## src/rtl/rtc_sec_pkg.sv

```systemverilog
package rtc_sec_pkg;
  localparam int unsigned BYTE_W       = 8;
  localparam int unsigned A_CTRL       = 0;
  localparam int unsigned A_STAT       = 1;
  localparam int unsigned STAGE_BASE   = 2;
  localparam int unsigned CTRL_RUN_BIT = 7;
  localparam int unsigned CTRL_ALM_BIT = 1;
  localparam int unsigned STAT_BIT     = 0;
endpackage

```

## src/rtl/rtc_byte_bank.sv

```systemverilog
module rtc_byte_bank #(
  parameter int unsigned NBYTES = 4,
  parameter int unsigned ADDR_W = 4,
  parameter int unsigned BASE   = 2
) (
  input  logic                  clk,
  input  logic                  rst_n,
  input  logic                  wr_en_i,
  input  logic [ADDR_W-1:0]     addr_i,
  input  logic [7:0]            wdata_i,
  output logic [NBYTES*8-1:0]   value_o,
  output logic                  hit_o,
  output logic [7:0]            rd_byte_o
);
  logic [NBYTES-1:0] sel;
  logic [7:0]        bytes_q [NBYTES];

  for (genvar i = 0; i < NBYTES; i++) begin : g_byte
    assign sel[i] = (addr_i == ADDR_W'(BASE + i));
    always_ff @(posedge clk or negedge rst_n) begin
      if (!rst_n)                bytes_q[i] <= '0;
      else if (wr_en_i && sel[i]) bytes_q[i] <= wdata_i;
    end
    assign value_o[i*8 +: 8] = bytes_q[i];
  end

  assign hit_o = |sel;

  always_comb begin
    rd_byte_o = '0;
    for (int i = 0; i < NBYTES; i++)
      if (sel[i]) rd_byte_o = bytes_q[i];
  end
endmodule

```

## src/rtl/rtc_sec_counter.sv

```systemverilog
module rtc_sec_counter #(
  parameter int unsigned W = 32
) (
  input  logic         clk,
  input  logic         rst_n,
  input  logic         run_i,
  input  logic         tick_i,
  input  logic         load_i,
  input  logic [W-1:0] load_val_i,
  output logic [W-1:0] count_o
);
  always_ff @(posedge clk or negedge rst_n) begin
    if (!rst_n)                count_o <= '0;
    else if (load_i)           count_o <= load_val_i;
    else if (run_i && tick_i)  count_o <= count_o + W'(1);
  end
endmodule

```

## src/rtl/rtc_alarm_unit.sv

```systemverilog
module rtc_alarm_unit #(
  parameter int unsigned W = 32
) (
  input  logic         clk,
  input  logic         rst_n,
  input  logic [W-1:0] count_i,
  input  logic [W-1:0] alarm_i,
  input  logic         arm_i,
  input  logic         clr_i,
  output logic         status_o,
  output logic         irq_o
);
  logic match, match_q;

  assign match = arm_i && (count_i == alarm_i);

  always_ff @(posedge clk or negedge rst_n) begin
    if (!rst_n) begin
      match_q  <= 1'b0;
      status_o <= 1'b0;
    end else begin
      match_q <= match;
      if (match && !match_q) status_o <= 1'b1;
      else if (clr_i)        status_o <= 1'b0;
    end
  end

  assign irq_o = status_o && arm_i;
endmodule

```

## src/rtl/rtc_sec_core.sv

```systemverilog
module rtc_sec_core
  import rtc_sec_pkg::*;
#(
  parameter int unsigned NBYTES = 4,
  parameter int unsigned ADDR_W = 4
) (
  input  logic              clk,
  input  logic              rst_n,
  input  logic              tick_i,
  input  logic [ADDR_W-1:0] addr_i,
  input  logic [7:0]        wdata_i,
  input  logic              wr_en_i,
  input  logic              rd_en_i,
  output logic [7:0]        rdata_o,
  output logic              irq_o
);
  localparam int unsigned W        = NBYTES * BYTE_W;
  localparam int unsigned LIVE_BASE = STAGE_BASE + NBYTES;
  localparam int unsigned ALM_BASE = LIVE_BASE + NBYTES;

  logic         run, arm, status;
  logic [W-1:0] stage_val, alarm_val, count;
  logic         stage_hit, alarm_hit;
  logic [7:0]   stage_rd, alarm_rd, rd_mux;
  logic         commit, stat_clr;

  assign commit   = wr_en_i && (addr_i == ADDR_W'(STAGE_BASE));
  assign stat_clr = wr_en_i && (addr_i == ADDR_W'(A_STAT)) && !wdata_i[STAT_BIT];

  always_ff @(posedge clk or negedge rst_n) begin
    if (!rst_n) begin
      run <= 1'b0;
      arm <= 1'b0;
    end else if (wr_en_i && addr_i == ADDR_W'(A_CTRL)) begin
      run <= wdata_i[CTRL_RUN_BIT];
      arm <= wdata_i[CTRL_ALM_BIT];
    end
  end

  rtc_byte_bank #(.NBYTES(NBYTES), .ADDR_W(ADDR_W), .BASE(STAGE_BASE)) u_stage (
    .clk(clk), .rst_n(rst_n), .wr_en_i(wr_en_i), .addr_i(addr_i),
    .wdata_i(wdata_i), .value_o(stage_val), .hit_o(stage_hit), .rd_byte_o(stage_rd)
  );

  rtc_byte_bank #(.NBYTES(NBYTES), .ADDR_W(ADDR_W), .BASE(ALM_BASE)) u_alarm_bank (
    .clk(clk), .rst_n(rst_n), .wr_en_i(wr_en_i), .addr_i(addr_i),
    .wdata_i(wdata_i), .value_o(alarm_val), .hit_o(alarm_hit), .rd_byte_o(alarm_rd)
  );

  rtc_sec_counter #(.W(W)) u_counter (
    .clk(clk), .rst_n(rst_n), .run_i(run), .tick_i(tick_i), .load_i(commit),
    .load_val_i({stage_val[W-1:BYTE_W], wdata_i}), .count_o(count)
  );

  rtc_alarm_unit #(.W(W)) u_alarm (
    .clk(clk), .rst_n(rst_n), .count_i(count), .alarm_i(alarm_val),
    .arm_i(arm), .clr_i(stat_clr), .status_o(status), .irq_o(irq_o)
  );

  always_comb begin
    rd_mux = '0;
    if (addr_i == ADDR_W'(A_CTRL)) begin
      rd_mux[CTRL_RUN_BIT] = run;
      rd_mux[CTRL_ALM_BIT] = arm;
    end else if (addr_i == ADDR_W'(A_STAT)) begin
      rd_mux[STAT_BIT] = status;
    end else if (stage_hit) begin
      rd_mux = stage_rd;
    end else if (alarm_hit) begin
      rd_mux = alarm_rd;
    end else begin
      for (int i = 0; i < NBYTES; i++)
        if (addr_i == ADDR_W'(LIVE_BASE + i)) rd_mux = count[i*8 +: 8];
    end
  end

  always_ff @(posedge clk or negedge rst_n) begin
    if (!rst_n)       rdata_o <= '0;
    else if (rd_en_i) rdata_o <= rd_mux;
  end
endmodule

```

## config.mk

```make
export PLATFORM = sky130hd
export DESIGN_NAME = rtc_sec_core
export DESIGN_NICKNAME = d
export VERILOG_FILES = /design/src/rtl/rtc_sec_pkg.sv /design/src/rtl/rtc_byte_bank.sv /design/src/rtl/rtc_sec_counter.sv /design/src/rtl/rtc_alarm_unit.sv /design/src/rtl/rtc_sec_core.sv
export SDC_FILE = /design/constraint.sdc
export NUM_CORES = 1
export LEC_CHECK = 0
export BUFFER_PORTS_ARGS = -buffer_cell sky130_fd_sc_hd__buf_2
export CORE_MARGIN = 4
export CORE_UTILIZATION = 43
export DETAILED_ROUTE_END_ITERATION = 10
export GPL_TIMING_DRIVEN = 0
export SKIP_LAST_GASP = 1
export SLEW_MARGIN = 10
export SYNTH_ARGS = -nofsm -noshare
export SYNTH_HDL_FRONTEND = slang
export SYNTH_SLANG_ARGS = --single-unit
```

## constraint.sdc

```tcl
create_clock -name clk -period 2.4 [get_ports clk]
set_input_delay 0.48 -clock clk [delete_from_list [all_inputs] [get_ports clk]]
set_output_delay 0.48 -clock clk [all_outputs]
set_load 0.05 [all_outputs]
```

==> Word level (Yosys, flattened, before mapping) <==
Cells that the tools add are included.
{ "word_totals": {"regBits": 108} }
{ "classes": {"eq_ne": 14, "muxes": 24, "add_sub_neg": 1, "n_reduce_logical": 22} }
{ "ops": {"columns": ["cell", "n"], "rows": [
  ["8-bit two-way mux", 14],
  ["32-bit two-way mux", 2],
  ["32-bit by 1-bit adder with 32-bit output, second input constant", 1],
  ["32-bit equality test", 1],
  ["4-bit equality test, second input constant", 6],
  ["4-bit by 3-bit equality test with 1-bit output, second input constant", 4],
  ["1-bit logical AND", 15],
  ["4-bit by 2-bit equality test with 1-bit output, second input constant", 2],
  ["4-bit OR reduction", 2],
  ["7-bit two-way mux", 1],
  ["1-bit two-way mux", 6],
  ["5-bit two-way mux", 1],
  ["4-bit by 1-bit equality test with 1-bit output, second input constant", 1],
  ["4-bit logical NOT", 1],
  ["2-bit nonzero test", 2],
  ["1-bit logical NOT", 2]
]} }

==> Longest topological paths before layout <==
{ "depth": {"ltp_word": 9, "ltp_mapped": 8, "mapped_depth_nobuf": 6} }

==> Hierarchy <==
From an unflattened synthesis, not the netlist that was laid out.
{ "unflattened": {"hier_cells": 582, "hier_area_um2": 6332.3} }
{ "by_module_without_submodules": {"columns": ["mod", "area_each_um2", "cells_per_inst", "seq_area_each_um2", "n_inst"], "rows": [
  ["rtc_sec_counter", 1943.1, 225, 800.8, 1],
  ["rtc_byte_bank (u_stage)", 1549.0, 103, 800.8, 1],
  ["rtc_byte_bank (u_alarm_bank)", 1537.7, 100, 800.8, 1],
  ["rtc_sec_core", 853.3, 98, 250.2, 1],
  ["rtc_alarm_unit", 449.2, 56, 50.0, 1]
]} }

==> Worst setup path before layout <==
Ideal clock, no wire load.
{ "synth_path": {"path_type": "input to register", "from": "input port addr_i[2]", "to": "register u_alarm_bank.bytes_q, in the netlist u_alarm_bank.value_o[16]", "setup_slack_ps": 600, "required_ps": 2275, "arrival_time_ps": 1675, "cell_stages": 5, "setup_ps": 125, "cell_sequence": "buf_2 -> buf_2 -> nand2_1 -> nor3_2 -> mux2_2"} }
{ "synth_via": {"elab_chain_len": 2} }
{ "synth_rtl": {"columns": ["item", "line_no", "text"], "rows": [
  ["start, declared", "rtc_sec_core.sv:10", "input logic [ADDR_W-1:0] addr_i,"],
  ["4-bit equality test", "rtc_byte_bank.sv:19", "assign sel[i] = (addr_i == ADDR_W'(BASE + i));"],
  ["1-bit logical AND", "rtc_byte_bank.sv:22", "else if (wr_en_i && sel[i]) bytes_q[i] <= wdata_i;"],
  ["end signal, assigned by index", "rtc_byte_bank.sv:22", null],
  ["end, declared", "rtc_byte_bank.sv:16", "logic [7:0] bytes_q [NBYTES];"]
]} }
Every way passes these cells.
A chain may end at the register's enable or synchronous reset.

==> Final worst setup path <==
{ "layout_path": {"from": "register u_counter.count_o[1]", "to": "register u_counter.count_o[22]"} }
{ "layout_via": {"elab_chain_len": 3} }
{ "layout_rtl": {"columns": ["item", "line_no", "text"], "rows": [
  ["start, declared", "rtc_sec_counter.sv:10", "output logic [W-1:0] count_o"],
  ["start signal, assigned", "rtc_sec_counter.sv:14", "else if (load_i) count_o <= load_val_i;"],
  ["start signal, assigned", "rtc_sec_counter.sv:15", "else if (run_i && tick_i) count_o <= count_o + W'(1);"],
  ["32-bit by 1-bit adder with 32-bit output", "rtc_sec_counter.sv:15", null],
  ["32-bit two-way mux", "rtc_sec_counter.sv:15", null],
  ["32-bit two-way mux", "rtc_sec_counter.sv:14", null]
]} }
Every way passes these cells. The select of a mux whose other input is x is not followed.

==> results.py <==
metrics = {
    "status": {
        "status": "completed",
    },
    "setup_path": {
        "reg2reg_depth": 6,
        "path_max_fanout": 5,
        "critPathKind": "reg2reg",
        "crit_path_start_kind": "register",
        "reg2reg_to": "u_counter.count_o[22]$_DFFE_PN0P_",
        "r2r_setup_slack_ns": 0.21,
        "critPathRequiredTime_ns": 2.63,
        "r2r_start": "u_counter.count_o[1]$_DFFE_PN0P_",
        "worstPathArrival_ns": 2.42,
        "cp-end-kind": "register",
    },
    "sta": {
        "post-route-period-util_pct": 91.2,
        "maxSlewViolCount": 0,
        "max_freq_mhz": 457,
        "worst_slew_pin_slew_ns": 0.791,
        "setup_viol": 0,
        "finalClockSkew_ns": 0.0101,
        "fin_crit_ns": 2.19,
        "max_slew_margin_pct": 47.0,
        "hold_violations": 0,
        "rsz0062_at_grt": "no",
    },
    "die": {
        "rows": 42,
        "initial_core_util_pct": 44.4,
        "dieWidth_um": 126,
        "core_um2": 13500,
        "io_pins": 26,
        "die_y_um": 126,
        "dieArea_um2": 15900,
    },
    "synth": {
        "async_reset_ff_share_pct": 100,
        "netlist_top_cells_area": "dfrtp_1 45%, mux2_2 13%, xor2_1 7.6%",
        "synth_seq_cells": 108,
        "netlist_area_um2": 5980,
        "yosysTopAreaCellShare_pct": 45.2,
        "ys_types": 52,
        "yosys_warnings": 0,
        "yosysMostFrequentCell": "dfrtp_1",
        "synth_edf_count": 0,
        "syn_nets": 590,
        "synth_commonest_cells": "108 x dfrtp_1, 72 x nand2_1, 68 x mux2_2, 52 x xor2_1, 35 x o21ai_0",
        "syn_inst": 572,
        "syn_avg_cell_area_um2": 10.5,
        "yosys.area.top_type": "dfrtp_1",
        "yosysSeqAreaShare_pct": 45.2,
        "postSynth.topFlopCell": "dfrtp_1",
    },
    "cells_and_area": {
        "nets": 625,
        "drive_above_1_share_pct": 22.9,
        "diodes": 0,
        "area_delta_synth_final_pct": 11.5,
        "utilization_pct": 49.6,
    },
    "clock_network": {
        "root_buffer": "clkbuf_16",
        "cts_buffer_depth": 2,
        "cts_max_level": 3,
        "tritoncts": "built",
        "clkSinkCount": 108,
        "clk_pin_slew_worst_paths_ns": 0.07,
        "insertion_delay_ns": 0.37,
        "cts_hold_buffers": 0,
        "cts-buffers-inserted": 9,
        "cts_setup_buffers": 0,
    },
    "pwr": {
        "clock_power_share_pct": 27.3,
        "power_switching_mw": 2.09,
        "internal_power_mw": 3.83,
        "power_mw": 5.92,
        "pwr-share-seq_pct": 47.2,
        "pwr-share-comb_pct": 25.5,
        "leakagePower_nw": 2.93,
        "sw_frac_of_total_pct": 35.3,
        "power_density_nw_per_um2": 888,
        "ir_worst_vdd_mv": 0.382,
    },
    "global_route": {
        "overflow": 0,
        "grt_max_degree": 74,
        "groute.usage.overall_pct": 25.2,
        "grt_pass1_vias": 4590,
        "grt_first_pass_wirelength_um": 29700,
        "grt_antenna_before_repair": 0,
    },
    "place": {
        "gp_congestion": 0.929,
        "io_buffers": 23,
        "hpwlAfterDp_um": 14300,
    },
    "detailed_routing": {
        "drc": 0,
        "wl_per_cell_um": 24.6,
        "detail_route.iter0.violations": 472,
        "ant_nets": 0,
        "drt_first_pass_iters": 5,
        "vias": 4711,
        "wl_um": 19400,
        "vias_per_cell": 5.99,
    },
    "hold_path": {
        "min_path_type": "in2async",
    },
    "job": {
        "maxCapViolCount": 0,
    },
}
-- cell families after synthesis --
logic type               share of synthesized area [%]
buffers and inverters                             2.68
AO/OA/AOI/OAI                                     8.41
adder cells (fa/ha/maj)                          0.209
XOR/XNOR                                          9.08
flip-flops                                        45.2
multiplexers                                      18.9
AND/OR/NAND/NOR                                   15.5
-- area by class of cell --
cell class / instances / area [um2]
Buffer: 31 / 141
Clock buffer: 10 / 229
Clock inverter: 5 / 86.3
Fill cell: 1322 / 6780
Inverter: 5 / 18.8
Multi-Input combinational cell: 428 / 3120
Sequential cell: 108 / 2700
Tap cell: 176 / 220
Timing Repair Buffer: 24 / 149
-- per-stage QoR --
stage | setup TNS [ns] | area (um2) | hold slack, ns | worst slack, ns | cells
global placement | -39.87 | 6310 | 0.425 | -0.376 | 771
global route | 0 | 6670 | 0.0284 | 0.140 | 787
finish | 0 | 6670 | 0.00505 | 0.211 | 787
detailed placement | -0.239 | 6350 | 0.397 | -0.0880 | 772
floorplan | 0 | 5980 | 0.184 | 0.600 | 572
CTS | 0 | 6660 | 0.0114 | 0.0246 | 787
-- repair_timing --
action                                  CTS  global route
endpoints found under the setup margin    0             4
gates resized for setup                   0             1
endpoints found under the hold margin     0             0
-- worst max path at each step --
stage / depth (start not counted) / end / from
after global placement: 1 / u_alarm_bank.value_o[23]$_DFFE_PN0P_ / rst_n
after CTS: 6 / u_counter.count_o[22]$_DFFE_PN0P_ / u_counter.count_o[1]$_DFFE_PN0P_
after detailed placement: 7 / rdata_o[4]$_DFFE_PN0P_ / addr_i[3]
after floorplan: 5 / u_alarm_bank.value_o[16]$_DFFE_PN0P_ / addr_i[2]
final: 6 / u_counter.count_o[22]$_DFFE_PN0P_ / u_counter.count_o[1]$_DFFE_PN0P_
after global routing: 6 / u_counter.count_o[22]$_DFFE_PN0P_ / u_counter.count_o[1]$_DFFE_PN0P_
-- power groups by stage --
stage                     Sequential (mW)  Clock [mW]  Combinational [mW]
final                                2.80        1.62                1.51
after detailed placement             2.82           0                1.48
after floorplan                      2.68           0                1.00
after CTS                            2.79        1.66                1.49
after global placement               2.81           0                1.46
after global routing                 2.86        1.71                1.65
-- layout by cell type, fill, tap and decap left out, types with 10 or more instances in the layout --
| cell type | instances |
|---|---|
| xnor2_1 | 10 |
| a21oi_1 | 19 |
| o21ai_0 | 35 |
| clkbuf_1 | 14 |
| nand2_1 | 72 |
| dfrtp_1 | 108 |
| nand3_1 | 26 |
| mux2i_1 | 32 |
| nor2_1 | 15 |
| buf_2 | 38 |
| mux2_2 | 68 |
| xor2_1 | 52 |
-- sequential cells by signal (all words and copies together) (netlist names) --
signal,cells
u_alarm_bank.value_o,32
u_counter.count_o,32
u_stage.value_o,32
rdata_o,8
arm,1
run,1
u_alarm.match_q,1
u_alarm.status_o,1
-- layer usage --
metal	share of wire [%]	wire length (um)	up-vias	GRT usage, %
met3	7.2	1390	29	5.67
met1	46	8850	2413	37.6
li1	-	-	2092	-
met4	2.2	419	0	6.56
met5	0	0	-	0
met2	45	8730	177	37.2
-- critical path: stages, from the launching register on --
cell	delay [ns]
dfrtp_1	0.49
ha_1	0.20
nand3_1	0.28
nor3_2	0.61
nand4_1	0.21
xor2_1	0.19
o21ai_1	0.07
(Power assumes the default switching activity.)
